===== src/rtl/sgdma_pkg.sv =====
package sgdma_pkg;
  localparam int WORD_W    = 32;
  localparam int LEN_W     = 23;
  localparam int CNT_W     = LEN_W - 1;
  localparam int SOF_BIT   = 27;
  localparam int EOF_BIT   = 26;
  localparam int DONE_BIT  = 31;
  localparam int APP_WORDS = 5;
  localparam int HDR_WORDS = 4;

  typedef enum logic [2:0] {
    W_IDLE, W_DESC, W_APP_RD, W_APP_TX, W_DAT_RD, W_DAT_TX, W_WB, W_NEXT
  } walk_st_e;

  // byte length -> number of stream words (rounded up)
  function automatic logic [CNT_W-1:0] words_of(input logic [LEN_W-1:0] len);
    logic [LEN_W:0] sum;
    sum = {1'b0, len} + (LEN_W+1)'(3);
    return sum[LEN_W:2];
  endfunction

  // value written back into a finished descriptor's status word
  function automatic logic [WORD_W-1:0] status_word(input logic [LEN_W-1:0] len);
    logic [WORD_W-1:0] w;
    w = '0;
    w[LEN_W-1:0] = len;
    w[DONE_BIT]  = 1'b1;
    return w;
  endfunction
endpackage


===== src/rtl/sgdma_csr.sv =====
module sgdma_csr #(
  parameter int AW = 32
) (
  input  logic          clk,
  input  logic          rst_n,
  input  logic          ctrl_wr,
  input  logic          ctrl_run,
  input  logic          ctrl_reset,
  input  logic          tail_wr,
  input  logic [AW-1:0] ptr_wdata,
  input  logic          evt_halt,
  input  logic          evt_idle,
  output logic [AW-1:0] tail_ptr,
  output logic          halted,
  output logic          idle,
  output logic          rst_busy,
  output logic          go
);
  logic run_q;

  always_ff @(posedge clk or negedge rst_n) begin
    if (!rst_n) begin
      run_q    <= 1'b0;
      halted   <= 1'b1;
      idle     <= 1'b0;
      rst_busy <= 1'b0;
      tail_ptr <= '0;
    end else begin
      rst_busy <= ctrl_wr && ctrl_reset;
      if (tail_wr) tail_ptr <= ptr_wdata;
      if (ctrl_wr && ctrl_reset) begin
        run_q  <= 1'b0;
        halted <= 1'b1;
        idle   <= 1'b0;
      end else begin
        if (evt_halt) halted <= 1'b1;
        if (evt_idle) idle <= 1'b1;
        if (tail_wr)  idle <= 1'b0;
        if (ctrl_wr) begin
          run_q <= ctrl_run;
          if (ctrl_run && !rst_busy) begin
            halted <= 1'b0;
            idle   <= 1'b0;
          end
        end
      end
    end
  end

  assign go = run_q && !halted && !idle && !rst_busy;
endmodule


===== src/rtl/sgdma_walker.sv =====
module sgdma_walker
  import sgdma_pkg::*;
#(
  parameter int AW = 32
) (
  input  logic              clk,
  input  logic              rst_n,
  input  logic              go,
  input  logic              flush,
  input  logic              cur_wr,
  input  logic [AW-1:0]     ptr_wdata,
  input  logic [AW-1:0]     tail_ptr,
  output logic [AW-1:0]     cur_ptr,
  output logic              mem_req,
  output logic              mem_we,
  output logic [AW-1:0]     mem_addr,
  output logic [WORD_W-1:0] mem_wdata,
  input  logic              mem_ack,
  input  logic [WORD_W-1:0] mem_rdata,
  output logic [WORD_W-1:0] tx_data,
  output logic              tx_valid,
  input  logic              tx_ready,
  output logic              tx_last,
  output logic [WORD_W-1:0] ctl_data,
  output logic              ctl_valid,
  input  logic              ctl_ready,
  output logic              ctl_last,
  output logic              evt_halt,
  output logic              evt_idle,
  output logic              desc_done
);
  localparam logic [2:0] IDX_STAT = 3'(HDR_WORDS - 1);
  localparam logic [2:0] IDX_APPL = 3'(APP_WORDS - 1);
  localparam logic [AW-1:0] APP_OFS  = AW'(HDR_WORDS * 4);
  localparam logic [AW-1:0] STAT_OFS = AW'((HDR_WORDS - 1) * 4);

  walk_st_e          st;
  logic [2:0]        idx;
  logic [AW-1:0]     nxt, bufa, rd_ptr;
  logic [WORD_W-1:0] ctrl_w, hold;
  logic [CNT_W-1:0]  rem, nwords;
  logic [LEN_W-1:0]  len;
  logic              sof, eof;
  walk_st_e          data_st;

  assign len     = ctrl_w[LEN_W-1:0];
  assign sof     = ctrl_w[SOF_BIT];
  assign eof     = ctrl_w[EOF_BIT];
  assign nwords  = words_of(len);
  assign data_st = (nwords == '0) ? W_WB : W_DAT_RD;

  always_comb begin
    mem_addr = cur_ptr;
    unique case (st)
      W_DESC:   mem_addr = cur_ptr + (AW'(idx) << 2);
      W_APP_RD: mem_addr = cur_ptr + APP_OFS + (AW'(idx) << 2);
      W_DAT_RD: mem_addr = rd_ptr;
      W_WB:     mem_addr = cur_ptr + STAT_OFS;
      default:  mem_addr = cur_ptr;
    endcase
  end

  assign mem_req   = (st == W_DESC) || (st == W_APP_RD) || (st == W_DAT_RD) || (st == W_WB);
  assign mem_we    = (st == W_WB);
  assign mem_wdata = status_word(len);
  assign tx_valid  = (st == W_DAT_TX);
  assign tx_data   = hold;
  assign tx_last   = tx_valid && eof && (rem == CNT_W'(1));
  assign ctl_valid = (st == W_APP_TX);
  assign ctl_data  = hold;
  assign ctl_last  = ctl_valid && (idx == IDX_APPL);
  assign evt_halt  = (st == W_DESC) && mem_ack && (idx == IDX_STAT) && mem_rdata[DONE_BIT];
  assign evt_idle  = (st == W_NEXT) && (cur_ptr == tail_ptr);
  assign desc_done = (st == W_NEXT);

  always_ff @(posedge clk or negedge rst_n) begin
    if (!rst_n) begin
      st      <= W_IDLE;
      idx     <= '0;
      cur_ptr <= '0;
      nxt     <= '0;
      bufa    <= '0;
      rd_ptr  <= '0;
      ctrl_w  <= '0;
      hold    <= '0;
      rem     <= '0;
    end else if (flush) begin
      st <= W_IDLE;
    end else begin
      unique case (st)
        W_IDLE: begin
          if (cur_wr) cur_ptr <= ptr_wdata;
          else if (go) begin
            st  <= W_DESC;
            idx <= '0;
          end
        end
        W_DESC: if (mem_ack) begin
          idx <= idx + 3'd1;
          unique case (idx)
            3'd0:    nxt    <= mem_rdata[AW-1:0];
            3'd1:    bufa   <= mem_rdata[AW-1:0];
            3'd2:    ctrl_w <= mem_rdata;
            default: begin
              if (mem_rdata[DONE_BIT]) st <= W_IDLE;
              else if (sof) begin
                st  <= W_APP_RD;
                idx <= '0;
              end else begin
                rd_ptr <= bufa;
                rem    <= nwords;
                st     <= data_st;
              end
            end
          endcase
        end
        W_APP_RD: if (mem_ack) begin
          hold <= mem_rdata;
          st   <= W_APP_TX;
        end
        W_APP_TX: if (ctl_ready) begin
          if (idx == IDX_APPL) begin
            rd_ptr <= bufa;
            rem    <= nwords;
            st     <= data_st;
          end else begin
            idx <= idx + 3'd1;
            st  <= W_APP_RD;
          end
        end
        W_DAT_RD: if (mem_ack) begin
          hold <= mem_rdata;
          st   <= W_DAT_TX;
        end
        W_DAT_TX: if (tx_ready) begin
          rem    <= rem - CNT_W'(1);
          rd_ptr <= rd_ptr + AW'(4);
          st     <= (rem == CNT_W'(1)) ? W_WB : W_DAT_RD;
        end
        W_WB: if (mem_ack) st <= W_NEXT;
        W_NEXT: begin
          cur_ptr <= nxt;
          st      <= W_IDLE;
        end
        default: st <= W_IDLE;
      endcase
    end
  end
endmodule


===== src/rtl/sgdma_mm2s.sv =====
module sgdma_mm2s #(
  parameter int AW = 32
) (
  input  logic          clk,
  input  logic          rst_n,
  input  logic          ctrl_wr,
  input  logic          ctrl_run,
  input  logic          ctrl_reset,
  input  logic          cur_wr,
  input  logic          tail_wr,
  input  logic [AW-1:0] ptr_wdata,
  output logic [AW-1:0] cur_ptr,
  output logic          st_halted,
  output logic          st_idle,
  output logic          st_rst_busy,
  output logic          mem_req,
  output logic          mem_we,
  output logic [AW-1:0] mem_addr,
  output logic [31:0]   mem_wdata,
  input  logic          mem_ack,
  input  logic [31:0]   mem_rdata,
  output logic [31:0]   tx_data,
  output logic          tx_valid,
  input  logic          tx_ready,
  output logic          tx_last,
  output logic [31:0]   ctl_data,
  output logic          ctl_valid,
  input  logic          ctl_ready,
  output logic          ctl_last,
  output logic          desc_done
);
  logic [AW-1:0] tail_ptr;
  logic          go, evt_halt, evt_idle;

  sgdma_csr #(.AW(AW)) u_csr (
    .clk(clk), .rst_n(rst_n), .ctrl_wr(ctrl_wr), .ctrl_run(ctrl_run),
    .ctrl_reset(ctrl_reset), .tail_wr(tail_wr), .ptr_wdata(ptr_wdata),
    .evt_halt(evt_halt), .evt_idle(evt_idle), .tail_ptr(tail_ptr),
    .halted(st_halted), .idle(st_idle), .rst_busy(st_rst_busy), .go(go)
  );

  sgdma_walker #(.AW(AW)) u_walk (
    .clk(clk), .rst_n(rst_n), .go(go), .flush(st_rst_busy), .cur_wr(cur_wr),
    .ptr_wdata(ptr_wdata), .tail_ptr(tail_ptr), .cur_ptr(cur_ptr),
    .mem_req(mem_req), .mem_we(mem_we), .mem_addr(mem_addr),
    .mem_wdata(mem_wdata), .mem_ack(mem_ack), .mem_rdata(mem_rdata),
    .tx_data(tx_data), .tx_valid(tx_valid), .tx_ready(tx_ready), .tx_last(tx_last),
    .ctl_data(ctl_data), .ctl_valid(ctl_valid), .ctl_ready(ctl_ready),
    .ctl_last(ctl_last), .evt_halt(evt_halt), .evt_idle(evt_idle),
    .desc_done(desc_done)
  );
endmodule


===== config.mk =====
export PLATFORM = sky130hd
export DESIGN_NAME = sgdma_mm2s
export DESIGN_NICKNAME = d
export VERILOG_FILES = /design/src/rtl/sgdma_pkg.sv /design/src/rtl/sgdma_csr.sv /design/src/rtl/sgdma_walker.sv /design/src/rtl/sgdma_mm2s.sv
export SDC_FILE = /design/constraint.sdc
export NUM_CORES = 1
export LEC_CHECK = 0
export BUFFER_PORTS_ARGS = -buffer_cell sky130_fd_sc_hd__clkbuf_2
export CAP_MARGIN = 20
export CORE_UTILIZATION = 52
export CTS_CLUSTER_SIZE = 40
export DETAILED_ROUTE_END_ITERATION = 16
export PLACE_DENSITY = 0.78
export SYNTH_ARGS = -nofsm -noshare
export SYNTH_HDL_FRONTEND = slang
export SYNTH_HIERARCHICAL = 1
export SYNTH_SLANG_ARGS = --single-unit

===== constraint.sdc =====
create_clock -name clk -period 3.1 [get_ports clk]
set_clock_uncertainty 0.1 [all_clocks]
set_input_delay 0.62 -clock clk [delete_from_list [all_inputs] [get_ports clk]]
set_output_delay 0.62 -clock clk [all_outputs]
set_load 0.02 [all_outputs]

## Word level (Yosys, flattened, before mapping)

Index checks and enable logic that the tools add are counted.

| word-level totals | value |
|---|---|
| flip-flop bits (word level) | 252 |
| latch bits | 0 |
| bits in writable memories | 0 |
| bits in read-only memories | 0 |
| input bits | 74 |
| output and inout port bits | 170 |
| word-level logic and storage cells | 146 |
| memories | 0 |

| cells by class | value |
|---|---|
| add/sub/neg operators | 8 |
| multiply operators | 0 |
| divide/modulo/power cells | 0 |
| order comparisons | 0 |
| eq/ne operators | 33 |
| shift-type cells | 0 |
| multiplexer cells | 55 |
| bitwise operators | 1 |
| reductions and logical operators | 35 |

Operators with widths:

| kind | number |
|---|---|
| $mux 32 | 8 |
| $mux 22 | 7 |
| $pmux 32 s4 | 1 |
| $pmux 32 s3 | 1 |
| $pmux 22 s3 | 1 |
| $add 32x5->32 | 2 |
| $pmux 32 s2 | 1 |
| $mux 3 | 21 |
| $add 32x3->32 const B | 1 |
| $add 32x4->32 const B | 1 |
| $add 32x5->32 const B | 1 |
| $eq 32x32->1 | 1 |
| $add 23x2->24 const B | 1 |
| $ne 3x3->1 const B | 8 |
| $pmux 3 s8 | 1 |
| $eq 22x1->1 const B | 1 |
| $logic_not 22->1 | 1 |
| $ne 2x2->1 const B | 11 |
| $sub 22x1->22 const B | 1 |
| $reduce_and 9->1 | 2 |
| $eq 3x3->1 const B | 5 |
| $eq 3x2->1 const B | 4 |
| $logic_and 1x1->1 | 12 |
| $reduce_and 4->1 | 3 |
| other kinds (16) | 36 |

## Longest topological paths before layout

Gate-level depths: netlist of run 1.

| logic depth | value |
|---|---|
| word-level depth | 9 |
| gate-level depth with buffers | 12 |
| mapped depth without buffers | 10 |

## Modules after synthesis

Netlist of run 1, hierarchy kept.

Modules (own cells, without submodules):

| module | times used | cells each | area each (µm²) | seq. area each (µm²) |
|---|---|---|---|---|
| sgdma_walker | 1 | 1,422 | 13,032.5 | 5,330.1 |
| sgdma_csr | 1 | 83 | 1,508.9 | 902.1 |

## Worst setup path before layout of run 1

Ideal clock, no wire load.

| timing | value |
|---|---|
| kind | register to output |
| start point | register u_walk.st[1] |
| end point | output port mem_addr[23] |
| data arrival time | 2.985 ns |
| data required time | 2.380 ns |
| slack | -0.605 ns |
| stages on the path, launching flop included | 12 |
| path buffers | 2 |
| path through | dfrtp_1 clkbuf_1 buf_2 nand3b_1 inv_1 nor2_1 ha_1 o21ai_0 nor2_1 nand3_1 a2bb2oi_1 o311ai_0 |

| on the way | value |
|---|---|
| word-level cells in the longest chain between the ends | 2 |
| elaborated cells between the ends (all ways) | 5 |
| classes of those cells | eq/ne (4); mux (1) |

Ends and longest elaborated chain:

| what | line | RTL |
|---|---|---|
| from (decl) | sgdma_walker.sv:37 | `walk_st_e st;` |
| from (signal assigned) | sgdma_walker.sv:112 | `st <= data_st;` |
| from (signal assigned) | sgdma_walker.sv:125 | `st <= data_st;` |
| from (signal assigned) | sgdma_walker.sv:138 | `st <= (rem == CNT_W'(1)) ? W_WB : W_DAT_RD;` |
| $eq 3x3->1 | n/a |  |
| via mem_we | sgdma_mm2s.sv:17 | `output logic mem_we,` |
| $pmux 32 s4 | sgdma_walker.sv:54 | `unique case (st)` |
| to (decl) | sgdma_mm2s.sv:18 | `output logic [AW-1:0] mem_addr,` |

The timed path passes the listed nets, and every way through them passes these cells.

## Worst setup path in the final report of run 1

| timing | value |
|---|---|
| start point | register u_walk.st[0] |
| end point | output port mem_addr[25] |

| on the way | value |
|---|---|
| word-level cells in the longest chain between the ends | 2 |
| elaborated cells between the ends (all ways) | 5 |
| classes of those cells | eq/ne (4); mux (1) |

Ends and longest elaborated chain:

| what | line |
|---|---|
| $eq 3x3->1 (tied with other cells) | sgdma_walker.sv:54 |
| $pmux 32 s4 * | sgdma_walker.sv:54 |

Mark *: on every way between the ends. The rest lies on a longest branch, timed or not.

==> reports/results.ini, run 1 <==
[logic_synthesis]
synth_seq_cells = 249
netlist_instances = 1505
synth_common_cells = dfrtp_1 (248), nand2_1 (169), mux2_2 (125)
synth_ff_type = dfrtp_1
synth-seq-area-share = 0.4286
async_flop_share = 1.000
yosys.area.top_type = dfrtp_1
yosysMostFrequentCell = dfrtp_1
synth.distinct_cells = 81
synth_edf_count = 0
syn_avg_cell_area_sq_um = 9.662
ys_top_cells_by_area = dfrtp_1 (43%), mux2_2 (9.7%), nand2_1 (4.4%)
netlist_area_sq_um = 14540
ys.warnings.count = 6
synth_top_cell_area_share = 0.4268

[critical_path]
path_buf_inv = 4
reg2reg_from = u_walk/idx[1]
worst_path_max_delay_cell = dfrtp_1
rrSetupSlack_ns = 0.16
start_kind = flop
crit_path_end_kind = primary output
critical_path.top_delay_family = compound AO/OA/AOI/OAI gates
crit_chain = nand3b_1, buf_4, inv_2, nor2_2, ha_4, buf_6, o21ai_4, nor2_4, nand3_4, o21a_1, o31a_1, o32a_1, clkbuf_8
slowest_delay_ns = 0.37
worstPathMaxFanout = 4
path_class = reg -> out
r2r-end = u_walk/rd_ptr[20]
reg2regPathDepth = 12
critical_path_arrival_ns = 3.20
crit_required_ns = 2.38

[global_routing]
grt_max_degree = 68
grt_pass1_vias = 13043
grt_usage = 0.3604
overflow = 0
grt_pass1_wl_microns = 78090
antenna_found_initial = 3

[clocking]
cts-root-buf = clkbuf_16
clk_pin_slew_ns = 0.07
clk_path_buf_depth = 3
cts_tree = yes
cts.sinks = 249
clk_latency_ns = 0.58
numCtsBuffers = 28
htreeDepth = 1

[min_path]
worstHoldPathType = in -> reg
min_to = u_csr/tail_ptr[15]
hold_start = ptr_wdata[15]
whs_path_depth = 2

[drt]
totalWireLength_microns = 53210
firstDrtPassIters = 6
vias_per_cell = 6.305
vias = 13821
drt-initial-drc-count = 1582
ant_nets = 0
drc = 0
wl_per_cell_microns = 24.28

[finish]
fin_nets = 1890
final_area_sq_um = 18710
areaGrowthSynthToFinish_pct = 28.69
nFillCells = 2080
multi_input_area_sq_um = 7949
register_area_sq_um = 6235
final_util = 0.6886
layout-drive-gt1-share = 0.4090

[status]
status = finished with violations
violations = negative setup slack

[timing]
tightestPinTransition_ns = 0.7472
layout_setup_ws_ns = -0.8219
hold_viol = 0
min_period_ns = 3.922
setup_violations = 31
fmax_mhz = 255.0
rsz0062_at_grt = yes
fin_crit_sh = 1.265
drv_slew = 0
slew_headroom = 0.4977

[floorplan]
coreArea_sq_um = 27180
start_util = 0.5351
dieWidth_microns = 169.2
die_y_microns = 169.2
fp-row-count = 60
dieArea_sq_um = 28640
ios = 244

[placement]
place.gp.congestion = 0.9776
port_buffers = 234
dp_hpwl_microns = 37200
place_area_sq_um = 16480

[pwr]
power.total_mw = 21.49
powerDensity_nw_per_um2 = 1149
ir_worst_vdd_mv = 0.7508
leakage_nw = 8.377

[job]
max_cap_viol_count = 0

-- layer usage --
metal | GRT usage | up-vias | routed length (microns)
met2 | 0.5597 | 887 | 24270
met4 | 0.1723 | 4 | 2921
met5 | 0 | - | 34
met1 | 0.4870 | 6754 | 20990
li1 | - | 5970 | -
met3 | 0.06856 | 206 | 4997
-- state kept, by name, indices dropped and copies added (netlist names), 3 cells and up --
register and count:
u_walk/rd_ptr 32, u_walk/ctrl_w 25, u_walk/st 3, u_walk/nxt 32, u_walk/bufa 32, u_walk/cur_ptr 32
u_walk/rem 22, u_csr/tail_ptr 32, u_walk/ctl_data 32, u_walk/idx 3
-- power by group --
group	internal, mW	switching, mW
Combinational	5.06	6.77
Sequential	4.61	1.58
Clock	2.06	1.42
-- final cells by class --
class | count | area share
antenna | 1 | 0.0001337
clock buffer | 33 | 0.03952
clock inverter | 19 | 0.01284
inverter | 35 | 0.007622
multi-input combinational | 1069 | 0.4248
sequential | 249 | 0.3332
tap | 372 | 0.02487
timing repair buffer | 413 | 0.1568
timing repair inverter | 1 | 0.0002675
-- how the worst max path moves through the flow --
| stage | startpoint | to | slack [ns] | depth (start not counted) |
|---|---|---|---|---|
| finish | u_walk/st[0] | mem_addr[25] | -0.82 | 13 |
| CTS | u_walk/st[0] | mem_addr[24] | -0.76 | 11 |
| floorplan | u_walk/st[0] | mem_addr[25] | -0.11 | 11 |
| detailed placement | u_walk/cur_ptr[3] | mem_addr[23] | -0.36 | 12 |
| global route | u_walk/st[0] | mem_addr[25] | -0.90 | 13 |
| global placement | u_walk/cur_ptr[3] | mem_addr[23] | -0.32 | 12 |
-- what timing repair did --
action / in CTS / in global routing
hold buffers: 1 / 0
pin swaps: 46 / 46
gates resized for setup: 114 / 118
endpoints found under the hold margin: 62 / 0
gates cloned: 0 / 4
setup buffers: 14 / 30
setup endpoints to repair: 34 / 35
-- through the flow --
step	hold slack (ns)	TNS (ns)	instances	setup slack, ns
floorplan	0.2244	-1.129	1512	-0.1133
global placement	0.3662	-3.609	2096	-0.3180
detailed placement	0.3765	-4.121	2096	-0.3567
CTS	0.1861	-16.66	2162	-0.7623
global route	0.1917	-21.22	2191	-0.9020
finish	0.1945	-18.52	2192	-0.8219
-- worst register-to-register path, delay by kind of cell (launching register included) --
family	cells	cell delay [ns]
AND/OR/NAND/NOR	2	0.36
buffers and inverters	5	0.93
AO/OA/AOI/OAI	4	0.86
adder cells (fa/ha/maj)	1	0.18
flip-flops	1	0.38
-- kinds of logic (layout without fill, tap and decap cells) --
kind of cell / after synthesis / after routing / synth area share
adders and majority gates: 19 / 19 / 0.01738
muxes: 156 / 156 / 0.1281
and+or+nand+nor: 478 / 478 / 0.1623
DFF: 249 / 249 / 0.4286
xor gates and xnor gates: 63 / 63 / 0.03794
buffers and inverters: 194 / 501 / 0.07271
AOI/OAI and AO/OA: 344 / 344 / 0.1525
other: 2 / 10 / 0.0005165
-- layout by cell type (no fill, tap or decap), types with 22 or more instances in the layout --
cell type / netlist / layout
nor2_1: 107 / 99
xnor2_1: 41 / 38
buf_6: 1 / 24
buf_4: 64 / 157
dfrtp_1: 248 / 246
nand4_1: 26 / 26
nand3_1: 46 / 41
mux2_4: 29 / 29
o21ai_0: 82 / 62
clkbuf_16: 0 / 31
nand2_1: 169 / 162
clkbuf_2: 0 / 200
inv_1: 32 / 26
xor2_1: 22 / 22
a31oi_1: 38 / 38
a21oi_1: 85 / 76
mux2_2: 125 / 125
Power figures use the tool's default switching activity.
==> run 2: changes to the inputs <==
--- a/config.mk
+++ b/config.mk
@@ -7,10 +7,12 @@
 export LEC_CHECK = 0
 export BUFFER_PORTS_ARGS = -buffer_cell sky130_fd_sc_hd__clkbuf_2
 export CAP_MARGIN = 20
-export CORE_UTILIZATION = 52
+export CELL_PAD_IN_SITES_DETAIL_PLACEMENT = 0
+export CELL_PAD_IN_SITES_GLOBAL_PLACEMENT = 1
+export CORE_UTILIZATION = 47
 export CTS_CLUSTER_SIZE = 40
 export DETAILED_ROUTE_END_ITERATION = 16
-export PLACE_DENSITY = 0.78
+export PLACE_DENSITY_LB_ADDON = 0.1
 export SYNTH_ARGS = -nofsm -noshare
 export SYNTH_HDL_FRONTEND = slang
 export SYNTH_HIERARCHICAL = 1
==> constraint.sdc (replaced) <==
create_clock -name clk -period 4.64 [get_ports clk]
set_clock_uncertainty 0.1 [all_clocks]
set_input_delay 0.928 -clock clk [delete_from_list [all_inputs] [get_ports clk]]
set_output_delay 0.928 -clock clk [all_outputs]
set_load 0.02 [all_outputs]
==> run 2 against run 1 <==
  * The flow now finishes without violations
  * Non-clock buffer count is 140 lower
  * Die area up 11%
  * Utilization shrank 14 points
  * Critical path depth down 1
  * Critical endpoint is now mem_addr[23]
  * Largest power group unchanged
  * Highest routed layer unchanged
==> reports/results.ini, run 2 (same netlist as run 1, synthesis figures left out) <==
[drt]
vias_per_cell = 5.986  ; -5.1%
ant_nets = 0  ; unchanged
firstDrtPassIters = 5  ; -1
totalWireLength_microns = 49500  ; -7.0%
drc = 0  ; unchanged
vias = 12438  ; -10%
wl_per_cell_microns = 23.82  ; -1.9%
drt-initial-drc-count = 1069  ; -32%

[critical_path]
critical_path_arrival_ns = 3.43  ; +0.23 ns
reg2reg_from = u_walk/st[1]
rrSetupSlack_ns = 1.44  ; +1.28 ns
worstPathMaxFanout = 7  ; +3
reg2regPathDepth = 10  ; -2
r2r-end = u_walk/rd_ptr[24]
path_class = reg -> out
crit_required_ns = 3.61  ; +1.23 ns
crit_path_end_kind = primary output
start_kind = flop

[clocking]
numCtsBuffers = 29  ; +3.6%
clk_path_buf_depth = 3  ; unchanged
htreeDepth = 1  ; unchanged
cts-root-buf = clkbuf_16
cts.sinks = 249  ; unchanged
clk_pin_slew_ns = 0.06  ; about the same
clk_latency_ns = 0.56  ; -0.02 ns
cts_tree = yes

[job]
max_cap_viol_count = 0  ; unchanged

[timing]
layout_setup_ws_ns = 0.1828  ; +1.005 ns
min_period_ns = 4.457
tightestPinTransition_ns = 1.079  ; +0.3317 ns
finalSetupTns_ns = 0  ; +18.52 ns
slew_headroom = 0.2752  ; -0.2225
fmax_mhz = 224.4
rsz0062_at_grt = no
fin_crit_sh = 0.9606
drv_slew = 0  ; unchanged
hold_viol = 0  ; unchanged
setup_violations = 0  ; -100%

[pwr]
p_int_mw = 7.035  ; -40%
p_switching_mw = 5.837  ; -40%
comb_power_share = 0.460  ; -0.090
ir_worst_vdd_mv = 0.4182  ; -44%
clkPwrFrac = 0.203  ; +0.041
power_switching_share = 0.4535  ; -0.0009359
powerDensity_nw_per_um2 = 766.3  ; -33%
leakage_nw = 7.525  ; -10%
seqPwrFrac = 0.337  ; +0.049

[global_routing]
antenna_found_initial = 3  ; unchanged
grt_pass1_wl_microns = 73210  ; -6.2%
grt_usage = 0.3120  ; -0.04848
grt_max_degree = 97  ; +43%
overflow = 0  ; unchanged
grt_pass1_vias = 11619  ; -11%

[status]
status = complete, no violations

[finish]
fin_nets = 1750  ; -7.4%
final_area_sq_um = 16800  ; -10%
final_util = 0.5505  ; -0.1381
areaGrowthSynthToFinish_pct = 15.51
layout_commonest_cell = dfrtp_1
nFillCells = 2813  ; +35%
multi_input_area_sq_um = 7330  ; -7.8%
layout-drive-gt1-share = 0.3054  ; -0.1037
layout_common_cells = dfrtp_1 (247), clkbuf_2 (233), nand2_1 (169)
register_area_sq_um = 6233  ; about the same

[floorplan]
dieWidth_microns = 177.9  ; +5.1%
dieArea_sq_um = 31650  ; +11%
ios = 244  ; unchanged
coreArea_sq_um = 30510  ; +12%
fp-row-count = 64  ; +6.7%
die_y_microns = 177.9  ; +5.1%
start_util = 0.4766  ; -0.05846

[min_path]
worstHoldPathType = in -> async

[placement]
pre_cts_slack_ns = 0.5958  ; +0.9525 ns
place_area_sq_um = 15650  ; -5.1%
dp_hpwl_microns = 36530  ; -1.8%
port_buffers = 234  ; unchanged
place.gp.congestion = 0.9638  ; -1.4%

-- run 2: cell types whose count changed in the layout (fill, tap and decap cells not counted), sizes merged --
| cell | change |
|---|---|
| buf | -161 |
| clkbuf | +26 |
| clkinv | -6 |
| bufinv | +3 |
| clkinvlp | -2 |
| inv | +2 |
| diode | +1 |
| dlygate4sd3 | -1 |
-- run 2: worst max-delay path by stage --
stage / depth (start not counted) / endpoint / from / slack, ns
CTS: 11 / mem_addr[27] / u_walk/cur_ptr[3] / 0.007
finish: 12 / mem_addr[23] / u_walk/cur_ptr[3] / 0.18
detailed placement: 11 / mem_addr[27] / u_walk/cur_ptr[3] / 0.60
floorplan: 11 / mem_addr[23] / u_walk/st[1] / 0.63
global placement: 12 / mem_addr[23] / u_walk/cur_ptr[3] / 0.67
global route: 10 / mem_addr[18] / u_walk/idx[2] / 0.02
-- run 2: worst max-delay path, stage by stage (launching register included) --
cell	delay [ns]
dfrtp_2	0.47
ha_1	0.31
ha_1	0.18
inv_1	0.06
fa_1	0.45
nor2b_4	0.17
o2111ai_1	0.21
buf_4	0.24
nor4_1	0.19
o21bai_1	0.10
o311ai_0	0.12
o311ai_1	0.19
clkbuf_2	0.19
-- run 2: power by group through the flow --
stage,logic (mW),registers (mW),clock network (mW)
global route,6.38,4.46,2.75
floorplan,4.16,4.06,0
detailed placement,5.84,4.35,0
CTS,5.87,4.32,2.65
global placement,5.81,4.32,0
finish,5.92,4.34,2.61
-- run 2: what timing repair did --
item,4_1_cts,5_1_grt
endpoints found under the hold margin,0,0
hold buffers,0,0
buffers inserted,0,0
gates resized for setup,0,8
endpoints found under the setup margin,0,22
-- run 2: layout make-up --
type | instances | share of cell area
inverter | 35 | 0.007822
clock buffer | 37 | 0.04917
sequential | 249 | 0.3711
timing repair buffer | 273 | 0.08850
antenna | 2 | 0.0002980
clock inverter | 17 | 0.01721
multi-input combinational | 1069 | 0.4364
tap | 396 | 0.02950
-- run 2: through the flow --
stage          std cells  total power, mW  hold WS, ns
6_report            2078            12.87       0.2526
5_1_grt             2076            13.59       0.3075
3_3_place_gp        2022            10.13       0.3706
3_5_place_dp        2022            10.19       0.3804
4_1_cts             2076            12.83       0.3036
2_1_floorplan       1512            8.223       0.3497
-- run 2: routing by layer --
layer / part of all wire / GRT usage / routed length, microns
met1: 0.45 / 0.4446 / 22280
met2: 0.45 / 0.4723 / 22230
met3: 0.063 / 0.05291 / 3119
met4: 0.038 / 0.1172 / 1862
met5: 0.00020 / 0 / 10
